--- src/rtl/tx_prio_arbiter.sv ---
module tx_prio_arbiter #(
  parameter int NBUF = 3,
  parameter int PW   = 8,
  parameter int IW   = (NBUF > 1) ? $clog2(NBUF) : 1
) (
  input  logic            clk,
  input  logic            rst_n,
  input  logic [IW-1:0]   sel_idx,
  input  logic            prio_we,
  input  logic [PW-1:0]   prio_wdata,
  output logic [PW-1:0]   prio_rdata,
  input  logic [NBUF-1:0] txe_clr,
  input  logic            sof_req,
  input  logic            done,
  output logic [NBUF-1:0] txe,
  output logic [IW-1:0]   grant_idx,
  output logic            grant_valid,
  output logic [NBUF-1:0] grant
);

  logic [PW-1:0]      prio_q [NBUF];
  logic [NBUF-1:0]    txe_q, gnt_q;
  logic [IW-1:0]      gi_q;
  logic               gv_q;
  logic [NBUF*PW-1:0] prio_flat;

  wire sel_ok = int'(sel_idx) < NBUF;
  wire acc_ok = sel_ok ? txe_q[sel_idx] : 1'b0;
  wire retire = done && gv_q;
  wire [NBUF-1:0] retire_vec = retire ? gnt_q : '0;
  wire [NBUF-1:0] cand = ~txe_q & ~retire_vec;

  logic          win_found;
  logic [IW-1:0] win_idx;
  logic [PW-1:0] best;

  always_comb begin
    win_found = 1'b0;
    win_idx   = '0;
    best      = '0;
    for (int i = 0; i < NBUF; i++) begin
      if (cand[i] && (!win_found || prio_q[i] < best)) begin
        win_found = 1'b1;
        win_idx   = IW'(i);
        best      = prio_q[i];
      end
    end
  end

  wire [NBUF-1:0] win_vec = win_found ? (NBUF'(1) << win_idx) : '0;

  always_ff @(posedge clk or negedge rst_n) begin
    if (!rst_n) begin
      for (int i = 0; i < NBUF; i++) prio_q[i] <= '0;
      txe_q <= '1;
      gv_q  <= 1'b0;
      gi_q  <= '0;
      gnt_q <= '0;
    end else begin
      if (prio_we && acc_ok) prio_q[sel_idx] <= prio_wdata;
      txe_q <= (txe_q & ~txe_clr) | retire_vec;
      if (sof_req) begin
        gv_q  <= win_found;
        gi_q  <= win_idx;
        gnt_q <= win_vec;
      end else if (retire) begin
        gv_q  <= 1'b0;
        gi_q  <= '0;
        gnt_q <= '0;
      end
    end
  end

  for (genvar g = 0; g < NBUF; g++) begin : g_flat
    assign prio_flat[g*PW +: PW] = prio_q[g];
  end

  assign prio_rdata  = acc_ok ? prio_q[sel_idx] : '0;
  assign txe         = txe_q;
  assign grant_idx   = gi_q;
  assign grant_valid = gv_q;
  assign grant       = gnt_q;

  p_grant_pending_r4: assert property (@(posedge clk) disable iff (!rst_n)
    gv_q |-> !txe_q[gi_q]);

  p_grant_onehot_r5: assert property (@(posedge clk) disable iff (!rst_n)
    gv_q |-> gnt_q == (NBUF'(1) << gi_q));

  p_idle_hold_r5: assert property (@(posedge clk) disable iff (!rst_n)
    (!sof_req && !done) |=> ($stable(gnt_q) && $stable(gv_q) && $stable(gi_q)));

  p_no_grant_r6: assert property (@(posedge clk) disable iff (!rst_n)
    !gv_q |-> (gnt_q == '0));

  p_prio_hold_r7: assert property (@(posedge clk) disable iff (!rst_n)
    !(prio_we && acc_ok) |=> $stable(prio_flat));

  p_retire_sets_r9: assert property (@(posedge clk) disable iff (!rst_n)
    (done && gv_q) |=> txe_q[$past(gi_q)]);

  p_retire_drops_r9: assert property (@(posedge clk) disable iff (!rst_n)
    (done && gv_q && !sof_req) |=> !gv_q);

  p_retire_skip_r11: assert property (@(posedge clk) disable iff (!rst_n)
    (done && gv_q && sof_req) |=> !(gv_q && gi_q == $past(gi_q)));

endmodule

--- config.mk ---
export PLATFORM = sky130hd
export DESIGN_NAME = tx_prio_arbiter
export DESIGN_NICKNAME = d
export VERILOG_FILES = /design/src/rtl/tx_prio_arbiter.sv
export SDC_FILE = /design/constraint.sdc
export NUM_CORES = 1
export LEC_CHECK = 0
export BUFFER_PORTS_ARGS = -buffer_cell sky130_fd_sc_hd__buf_4
export CAP_MARGIN = 20
export CORE_MARGIN = 5
export CORE_UTILIZATION = 40
export DETAILED_ROUTE_END_ITERATION = 8
export REMOVE_ABC_BUFFERS = 1
export SETUP_SLACK_MARGIN = 0.15
export SKIP_CTS_REPAIR_TIMING = 1
export SLEW_MARGIN = 40
export SYNTH_ARGS = -nofsm -noshare
export SYNTH_HDL_FRONTEND = slang
export SYNTH_SLANG_ARGS = --single-unit
--- constraint.sdc ---
create_clock -name clk -period 4.7 [get_ports clk]
set_clock_uncertainty 0.2 [all_clocks]
set_input_delay 0.235 -clock clk [delete_from_list [all_inputs] [get_ports clk]]
set_output_delay 0.235 -clock clk [all_outputs]
set_load 0.005 [all_outputs]
## Yosys cells after proc, flatten, opt, wreduce, memory -nomap -nowiden

Index checks and enable logic that the tools add are counted.

- Bits in registers: 33
- Bits of input ports: 18
- Logic and storage cells: 56

- $lt $le $gt $ge: 6
- Shift-type cells: 1
- Mux-type cells: 25
- Bitwise gates (word level): 7
- Reduce and logical (&&, ||, !) cells: 10

Operators with widths:

| operator | number |
|---|---|
| 2-to-1 mux 8 bit | 6 |
| bitwise mux 24 bit | 1 |
| binary-select mux 8 bit (select 2 bit) | 1 |
| demux 8 bit (select 2 bit) | 1 |
| less-than comparator 8 bit | 2 |
| 2-to-1 mux 3 bit | 4 |
| inverter 3 bit | 3 |
| 2-to-1 mux 1 bit | 8 |
| bitwise AND 3 bit | 2 |
| 2-to-1 mux 2 bit | 3 |
| logical AND 1 bit | 5 |
| >= comparator 3 bit (second input constant) | 1 |
| less-than comparator 2 x 3 -> 1 bit (second input constant) | 1 |
| less-than comparator 3 x 1 -> 1 bit (second input constant) | 1 |
| inverter 2 -> 3 bit | 1 |
| OR 3 bit | 1 |
| left shift 1 x 2 -> 3 bit (first input constant) | 1 |
| binary-select mux 1 bit (select 2 bit) | 1 |
| zero test 1 bit | 2 |
| logical OR 1 bit | 2 |
| less-than comparator 2 bit (second input constant) | 1 |
| nonzero test 2 bit | 1 |

## Logic depth before layout (Yosys ltp)

Gate-level depths: netlist (run 1).

- Depth after elaboration: 16
- Gate-level depth with buffers: 19
- Mapped depth without buffers: 16

## Least setup slack after synthesis (run 1)

No wires, ideal clock.

- Path type: register to register
- Start: register gv_q, in the netlist grant_valid
- End: register gnt_q[0], in the netlist grant[0]
- Arrival: 3639 ps
- Required time: 4373 ps
- Setup slack: 734 ps
- Cell stages (with the launch flop): 19
- Cells stage by stage: dfrtp_1 -> clkbuf_1 -> a31oi_1 -> clkbuf_1 -> nand2_1 -> ha_1 -> a21oi_1 -> nand3_1 -> or2_2 -> o22ai_2 -> buf_2 -> a21oi_1 -> ha_1 -> a211oi_1 -> o211ai_1 -> o21ai_0 -> nor2_1 -> a21oi_1 -> o21ai_0

- Longest elaborated chain between the ends: 16
- Elaborated cells on any way between the ends: 23
- Classes of those cells: order compare (2); shift (1); mux (10); bitwise (2); reduce/logical (8)

Ends and longest elaborated chain:

| element | line | RTL |
|---|---|---|
| from (decl) | 24 | `logic gv_q;` |
| from (signal assigned) | 63 | `gv_q <= win_found;` |
| logical AND 1 bit (*) | 29 | `wire retire = done && gv_q;` |
| 2-to-1 mux 3 bit | 30 | `wire [NBUF-1:0] retire_vec = retire ? gnt_q : '0;` |
| inverter 3 bit | 31 | `wire [NBUF-1:0] cand = ~txe_q & ~retire_vec;` |
| bitwise AND 3 bit | 31 |  |
| 2-to-1 mux 8 bit / 2-to-1 mux 1 bit (equally long branches) | 42 | `if (cand[i] && (!win_found \|\| prio_q[i] < best)) begin` |
| less-than comparator 8 bit / zero test 1 bit (equally long branches) | 42 |  |
| logical OR 1 bit | 42 |  |
| logical AND 1 bit | 42 |  |
| 2-to-1 mux 8 bit / 2-to-1 mux 1 bit (equally long branches) | 42 |  |
| less-than comparator 8 bit / zero test 1 bit (equally long branches) | 42 |  |
| logical OR 1 bit | 42 |  |
| logical AND 1 bit | 42 |  |
| 2-to-1 mux 2 bit | 42 |  |
| left shift 1 x 2 -> 3 bit | 50 | `wire [NBUF-1:0] win_vec = win_found ? (NBUF'(1) << win_idx) : '0;` |
| 2-to-1 mux 3 bit | 50 |  |
| 2-to-1 mux 3 bit | 62 | `if (sof_req) begin` |
| to (signal assigned) | 65 | `gnt_q <= win_vec;` |
| to (decl) | 22 | `logic [NBUF-1:0] txe_q, gnt_q;` |

Every way passes the cells marked *; elsewhere a longest branch is shown, timed or not.
A chain may end at the register's enable or synchronous reset.

## Worst setup path in the final report (run 1)

- Start: register gv_q, in the netlist grant_valid
- End: register gi_q[0], in the netlist grant_idx[0]

- Longest elaborated chain between the ends: 14
- Elaborated cells on any way between the ends: 20
- Classes of those cells: order compare (2); mux (8); bitwise (2); reduce/logical (8)

Ends and longest elaborated chain:

| element | line | RTL |
|---|---|---|
| logical AND 1 bit (*) | 29 |  |
| 2-to-1 mux 3 bit | 30 |  |
| inverter 3 bit | 31 |  |
| bitwise AND 3 bit | 31 |  |
| 2-to-1 mux 8 bit / 2-to-1 mux 1 bit (equally long branches) | 42 |  |
| less-than comparator 8 bit / zero test 1 bit (equally long branches) | 42 |  |
| logical OR 1 bit | 42 |  |
| logical AND 1 bit | 42 |  |
| 2-to-1 mux 8 bit / 2-to-1 mux 1 bit (equally long branches) | 42 |  |
| less-than comparator 8 bit / zero test 1 bit (equally long branches) | 42 |  |
| logical OR 1 bit | 42 |  |
| logical AND 1 bit | 42 |  |
| 2-to-1 mux 2 bit | 42 |  |
| 2-to-1 mux 2 bit | 62 |  |
| to (signal assigned) | 64 | `gi_q <= win_idx;` |
| to (decl) | 23 | `logic [IW-1:0] gi_q;` |

Marks and branches as above.

==> results of run 1 <==
[path summary, 6_finish.rpt]
| kind | slack (ps) | end | startpoint | cells past startpoint |
|---|---|---|---|---|
| max | 520 | grant_idx[0] | grant_valid | 17 |
| min | 3 | prio_flat[17] | prio_wdata[1] | 2 |
| max reg2reg | 520 | grant_idx[0] | grant_valid | 17 |
| min reg2reg | 280 | grant_idx[1] | grant_idx[1] | 1 |
| max in group asynchronous | 3740 | txe[2] | rst_n | 2 |
| min in group asynchronous | 240 | grant_idx[1] | rst_n | 2 |
[cell type report]
| cell class | count | area share |
|---|---|---|
| inverters | 6 | 0.009109 |
| well taps | 67 | 0.03391 |
| repair buffers | 39 | 0.1225 |
| flip-flops and latches | 33 | 0.3355 |
| clock buffers | 7 | 0.03492 |
| multi-input cells | 159 | 0.4641 |
[cell families (layout without fill, tap and decap cells)]
logic type / Yosys count / count (layout) / share of synthesized area
simple gates: 62 / 62 / 0.1442
fa+ha+maj: 14 / 14 / 0.08701
mux: 33 / 33 / 0.1790
compound gates: 50 / 50 / 0.1523
buf+inv: 13 / 52 / 0.02548
flops: 33 / 33 / 0.4121
[flip-flops by register name, summed over array words and instances (netlist names)]
name and count:
prio_flat 24, grant 3, grant_idx 2, grant_valid 1
txe 3
[cells in the final DEF, fill, tap and decap left out]
cell type / count
mux2i_1: 9
nand4b_1: 1
inv_1: 6
o41ai_1: 1
o22ai_2: 1
a21o_1: 2
nor2b_2: 1
nand2b_1: 1
o21ai_0: 10
nor2b_1: 1
dlygate4sd3_1: 4
nand4_1: 2
and4bb_4: 1
ha_1: 14
and3_1: 1
dfstp_2: 3
buf_4: 35
o32a_1: 1
nor3_1: 1
o21a_1: 1
clkbuf_1: 1
a31oi_1: 3
clkbuf_8: 6
nand2_1: 13
a2111oi_2: 1
a211oi_1: 1
a211o_1: 1
nand3_1: 8
a21oi_1: 23
a21oi_2: 1
mux2_2: 24
a31o_2: 1
o211ai_1: 2
o2bb2ai_1: 1
nor2_1: 30
or2_2: 1
dfrtp_1: 30
nor4b_4: 1
[power breakdown]
| group | internal (mW) | switching, mW |
|---|---|---|
| combinational | 0.444 | 0.476 |
| clock | 0.116 | 0.0943 |
| sequential | 0.419 | 0.127 |
[per-layer routing]
metal | global-route usage | share of wire | vias to the layer above | wire (µm)
met5 | 0 | 0 | - | 0
met4 | 0.03547 | 0.0073 | 0 | 36
met3 | 0.03769 | 0.067 | 5 | 331
met2 | 0.2496 | 0.47 | 37 | 2314
met1 | 0.2386 | 0.45 | 783 | 2226
li1 | - | - | 822 | -
[stage by stage]
step | instances | worst slack [ps] | util | cell area (µm²)
2_1_floorplan | 198 | 673.5 | - | 1984
3_5_place_dp | 300 | 558.9 | 0.4870 | 2346
4_1_cts | 307 | 537.4 | 0.5049 | 2432
3_3_place_gp | 300 | 653.7 | 0.4839 | 2331
6_report | 311 | 516.3 | 0.5132 | 2472
5_1_grt | 311 | 186.6 | 0.5132 | 2472
==> key figures, run 1 <==
Worst setup path
  • Critical Path RT: around 4700 ps
  • Worst Path Class, Setup: reg -> reg
  • Worst path cell trace: a31oi_1, buf_4, nand2_1, ha_1, a21oi_1, nand3_1, or2_2, o22ai_2, nor2_1, a21oi_1, ha_1, a211oi_1, o211ai_1, o21ai_0, nor2_1, a21oi_1, o21ai_0
  • Setup crit start kind: flop
  • CP max stage cell: o22ai_2
  • Worst Setup End Kind: flop
  • Worst path top cell family by delay: compound AO/OA/AOI/OAI gates
  • WP data arrival: 4140 ps
  • Slowest stage delay, CP: between 400 and 500 ps
  • Most frequent CP cell: a21oi_1
  • Worst path bufs/invs: 1
  • Critical Path Fanout Max: 15

Synthesis
  • Synth top area share: 0.3729
  • Yosys top cell by area: dfrtp_1
  • Leading register cell type out of synthesis: dfrtp_1
  • Synth warnings: 0
  • EDFF count, synth: 0
  • Synth Register Bits: 33
  • Syn avg cell area: 9.820 µm²
  • Commonest cells post-synth: dfrtp_1 (30), nor2_1 (30), a21oi_1 (24), mux2_2 (24), ha_1 (14)
  • Synthesized netlist cell count: 205
  • Async set-reset flop share out of synthesis: 1.000
  • Post-synthesis sequential area ratio: 0.4121
  • Mapped Area: between 0.002 and 0.0025 mm²
  • Top area cells in the synthesized netlist: dfrtp_1 (37%), mux2_2 (13%), ha_1 (8.7%)
  • Yosys cell types: 34

Final layout
  • Nets@finish: roughly 280
  • Area of the multi-input gates: between 0.001 and 0.0015 mm²
  • Fillers: ~470
  • P&R area growth vs syn: 22.81%
  • Layout cell share with drive strength beyond 1: 0.3115
  • Sequential cell area: 829.5 µm²
  • N_diodes: 0

STA
  • Final hold vios: 0
  • Hold Slack: around 2.7 ps
  • Tcrit/Tclk final: 0.8901
  • Max-slew violation count: 0
  • Final TNS setup: 0 ps
  • Unrepaired setup endpoints after global routing: false
  • Post-layout minimum cycle time: about 4200 ps
  • Slew @ Worst Pin: about 670 ps
  • Slew headroom: 0.5530
  • Fmax: ~0.24 GHz
  • Final setup vio count: 0

Job
  • Max-cap violations: 0

Drt
  • Number of routed nets with antenna violations: 0
  • Post-Route WL: approximately 4.9 mm
  • Via-to-Cell Ratio: roughly 5.3
  • DRT iter0 DRCs: approximately 110
  • Post-route DRC: 0
  • Wire length per cell: about 16 µm
  • Total number of vias: 1647
  • Drt pass-1 iters: 4

Run status
  • Run status: complete, no violations

Hold path
  • Hold WC Path Type: in -> reg

Placed design
  • GP Congestion: ~0.86
  • Final HPWL DP: about 3.6 mm
  • Input/output buffers: 34

Global route
  • Grt total ovfl: 0
  • Initial antenna violation count: 0
  • Vias in the first global route: between 1500 and 2000
  • First-pass GRT wire length: roughly 8.1 mm
  • Largest net degree at the start of global routing: 34
  • GRT Resource Usage Total: 0.1645

Clocking
  • Worst skew pair latency: 280 ps
  • CTS Root Cell: clkbuf_8
  • CTS max path bufs: 2
  • CTS Sinks: 33
  • CTS tree: yes
  • H-Tree Depth: 2
  • Reg clk slew, reported paths: ~60 ps
  • Cts bufs inserted: 5

Die
  • DIE HEIGHT: about 81 µm
  • Io pins: 35
  • Initial Utilization: 0.4179
  • Die X: 80.95 µm
  • Std-Cell Core Area: 0.004817 mm²
  • Cell Rows: 25
  • Full die area: 0.006552 mm²

Pwr
  • Maximum VDD drop: around 0.30 mV
  • Power per cell area: about 680 mW/mm²
  • Total power draw: between 1.5 and 2 mW
  • Leakage: between 1 and 1.5 nW
(Power assumes the default switching activity.)
==> run 2, diff against run 1 <==
GPL_TIMING_DRIVEN = 0   (was default)
==> run 2 against run 1 <==
The run now ends with hold timing left. Non-clock buffer count is 6 higher. Setup slack got worse by 16 ps. Critical path depth decreased by 1. Sequential share of layout area fell by 1.0 points. Core utilization increased by 1.6 points. Combinational power increased by 2.7%. Die area did not move. Largest cell class unchanged. Highest routed layer unchanged.
==> key figures, run 2 (same netlist as run 1, synthesis figures left out) <==
Placed design
  • GP Congestion: 0.8179 (was 0.8575)
  • Final HPWL DP: 3.485 mm (was 3.606 mm)
  • Input/output buffers: 34 (unchanged)
  • Dpl cells: 299 (was 300)

Worst setup path
  • CP max stage cell: dfrtp_1 (was o22ai_2)
  • Worst setup path startpoint: grant_valid (unchanged)
  • Setup crit start kind: flop (unchanged)
  • Critical Path RT: 4660 ps (about the same)
  • Worst Path Class, Setup: reg -> reg (unchanged)
  • WP data arrival: 4160 ps (was 4140 ps)
  • Slowest stage delay, CP: 500 ps (was 490 ps)
  • Worst path cell trace: a31oi_4, nand2_1, ha_1, a21oi_1, nand3_1, or2_2, o22ai_4, nor2_1, a21oi_1, ha_1, a211oi_1, o211ai_1, o21ai_0, nor2_1, a21oi_1, o21ai_0 (was a31oi_1, buf_4, nand2_1, ha_1, a21oi_1, nand3_1, or2_2, o22ai_2, nor2_1, a21oi_1, ha_1, a211oi_1, o211ai_1, o21ai_0, nor2_1, a21oi_1, o21ai_0)
  • Worst Setup End Kind: flop (unchanged)
  • Critical Path Fanout Max: 15 (unchanged)
  • Most frequent CP cell: a21oi_1 (unchanged)
  • Worst R2R Start: grant_valid (unchanged)

Hold path
  • Hold Crit Start: prio_wdata[1] (unchanged)
  • Hold WC Path Type: in -> reg (unchanged)

STA
  • Tcrit/Tclk final: 0.8936 (was 0.8901)
  • Final hold vios: 3 (was 0)
  • Max-slew violation count: 0 (unchanged)
  • Post-layout minimum cycle time: 4200 ps (was 4184 ps)
  • Slew @ Worst Pin: 753.6 ps (was 667.6 ps)
  • Hold Slack: -4.463 ps (was 2.652 ps)
  • Unrepaired setup endpoints after global routing: false (unchanged)
  • Final TNS setup: 0 ps (unchanged)
  • Final setup vio count: 0 (unchanged)
  • Slew headroom: 0.4955 (was 0.5530)
  • Fmax: 0.2381 GHz (was 0.2390 GHz)

Pwr
  • Power per cell area: 666.0 mW/mm² (was 677.8 mW/mm²)
  • Leakage: 1.172 nW (was 1.144 nW)
  • Maximum VDD drop: 0.2477 mV (was 0.2983 mV)

Clocking
  • Cts bufs inserted: 5 (unchanged)
  • CTS Sinks: 33 (unchanged)
  • Reg clk slew, reported paths: 60 ps (about the same)
  • Worst skew pair latency: 280 ps (about the same)
  • CTS tree: yes (unchanged)
  • H-Tree Depth: 2 (unchanged)
  • CTS Root Cell: clkbuf_8 (unchanged)
  • CTS max path bufs: 2 (unchanged)

Final layout
  • Nets@finish: 282 (was 276)
  • P&R area growth vs syn: 26.66% (was 22.81%)
  • Max reg flops: 24 (unchanged)
  • Sequential cell area: 829.5 µm² (unchanged)
  • Commonest cells after routing, fill and taps aside: buf_4 (37), nor2_1 (30), dfrtp_1 (30) (was buf_4 (35), nor2_1 (30), dfrtp_1 (30))
  • N_diodes: 0 (unchanged)
  • Area of the multi-input gates: 0.001170 mm² (was 0.001147 mm²)
  • Fin cells: 317 (was 311)
  • Fillers: 474 (unchanged)
  • Layout cell share with drive strength beyond 1: 0.3160 (was 0.3115)
  • Commonest non-fill, non-tap cell in the layout: buf_4 (unchanged)

Drt
  • Wire length per cell: 15.15 µm (was 15.78 µm)
  • Post-route DRC: 0 (unchanged)
  • Via-to-Cell Ratio: 5.274 (was 5.296)
  • Drt pass-1 iters: 4 (unchanged)
  • Total number of vias: 1672 (was 1647)
  • DRT iter0 DRCs: 62 (was 113)
  • Post-Route WL: 4.801 mm (was 4.908 mm)
  • Number of routed nets with antenna violations: 0 (unchanged)

Run status
  • Failing checks: hold timing
  • Run status: finished, violations left (was complete, no violations)

Die
  • Initial Utilization: 0.4179 (unchanged)
  • Cell Rows: 25 (unchanged)
  • Io pins: 35 (unchanged)
  • Full die area: 0.006552 mm² (unchanged)
  • Die X: 80.95 µm (unchanged)
  • Std-Cell Core Area: 0.004817 mm² (unchanged)
  • DIE HEIGHT: 80.95 µm (unchanged)

Global route
  • Vias in the first global route: 1587 (was 1604)
  • Initial antenna violation count: 0 (unchanged)
  • Largest net degree at the start of global routing: 34 (unchanged)
  • Grt total ovfl: 0 (unchanged)
  • GRT Resource Usage Total: 0.1569 (was 0.1645)
  • First-pass GRT wire length: 7.728 mm (was 8.142 mm)

Job
  • Max-cap violations: 0 (unchanged)
[run 2: where the power goes]
part           switching (mW)  leakage [nW]  internal (mW)
combinational           0.481         0.720          0.464
clock                  0.0937        0.0443          0.116
sequential              0.125         0.407          0.419
total                   0.699          1.17          0.999
[run 2: path summary, 6_finish.rpt]
path	endpoint	slack (ps)	cells after the start
max	grant[0]	500	16
min reg2reg	grant_idx[1]	290	1
max in group asynchronous	txe[2]	3730	2
max reg2reg	grant[0]	500	16
min in group asynchronous	grant_idx[1]	230	2
min	prio_flat[9]	-4	2
[run 2: area by class of cell]
cell class | count | area share
well taps | 67 | 0.03288
clock buffers | 7 | 0.03386
inverters | 6 | 0.008832
repair buffers | 45 | 0.1403
multi-input cells | 159 | 0.4588
flip-flops and latches | 33 | 0.3253
[run 2: stage by stage]
step / total power [mW] / hold WS [ps] / instance area, µm² / utilization / worst slack [ps]
4_1_cts: 1.677 / -304.6 / 2431 / 0.5047 / 98.88
3_5_place_dp: 1.457 / 6.565 / 2345 / 0.4868 / 116.2
2_1_floorplan: 1.193 / -260.6 / 1984 / - / 673.5
5_1_grt: 1.868 / 0.2595 / 2550 / 0.5294 / 180.8
6_report: 1.698 / -4.463 / 2550 / 0.5294 / 499.9
3_3_place_gp: 1.432 / 5.925 / 2323 / 0.4823 / -128.6
[run 2: critical path, delay by kind of cell (launching register included)]
family	cells	cell delay, ps
AOI/OAI and AO/OA	9	2040
and+or+nand+nor	5	740
adders and majority gates	2	590
DFF	1	500
[run 2: metal layers]
metal  routed length (µm)  global-route usage  vias to the layer above  share of wire
met2                 2284              0.2594                       23           0.48
met4                   58             0.06081                        0          0.012
met1                 2309              0.1999                      806           0.48
met3                  149             0.03437                        6          0.031
met5                    0                   0                        -              0
li1                     -                   -                      837              -
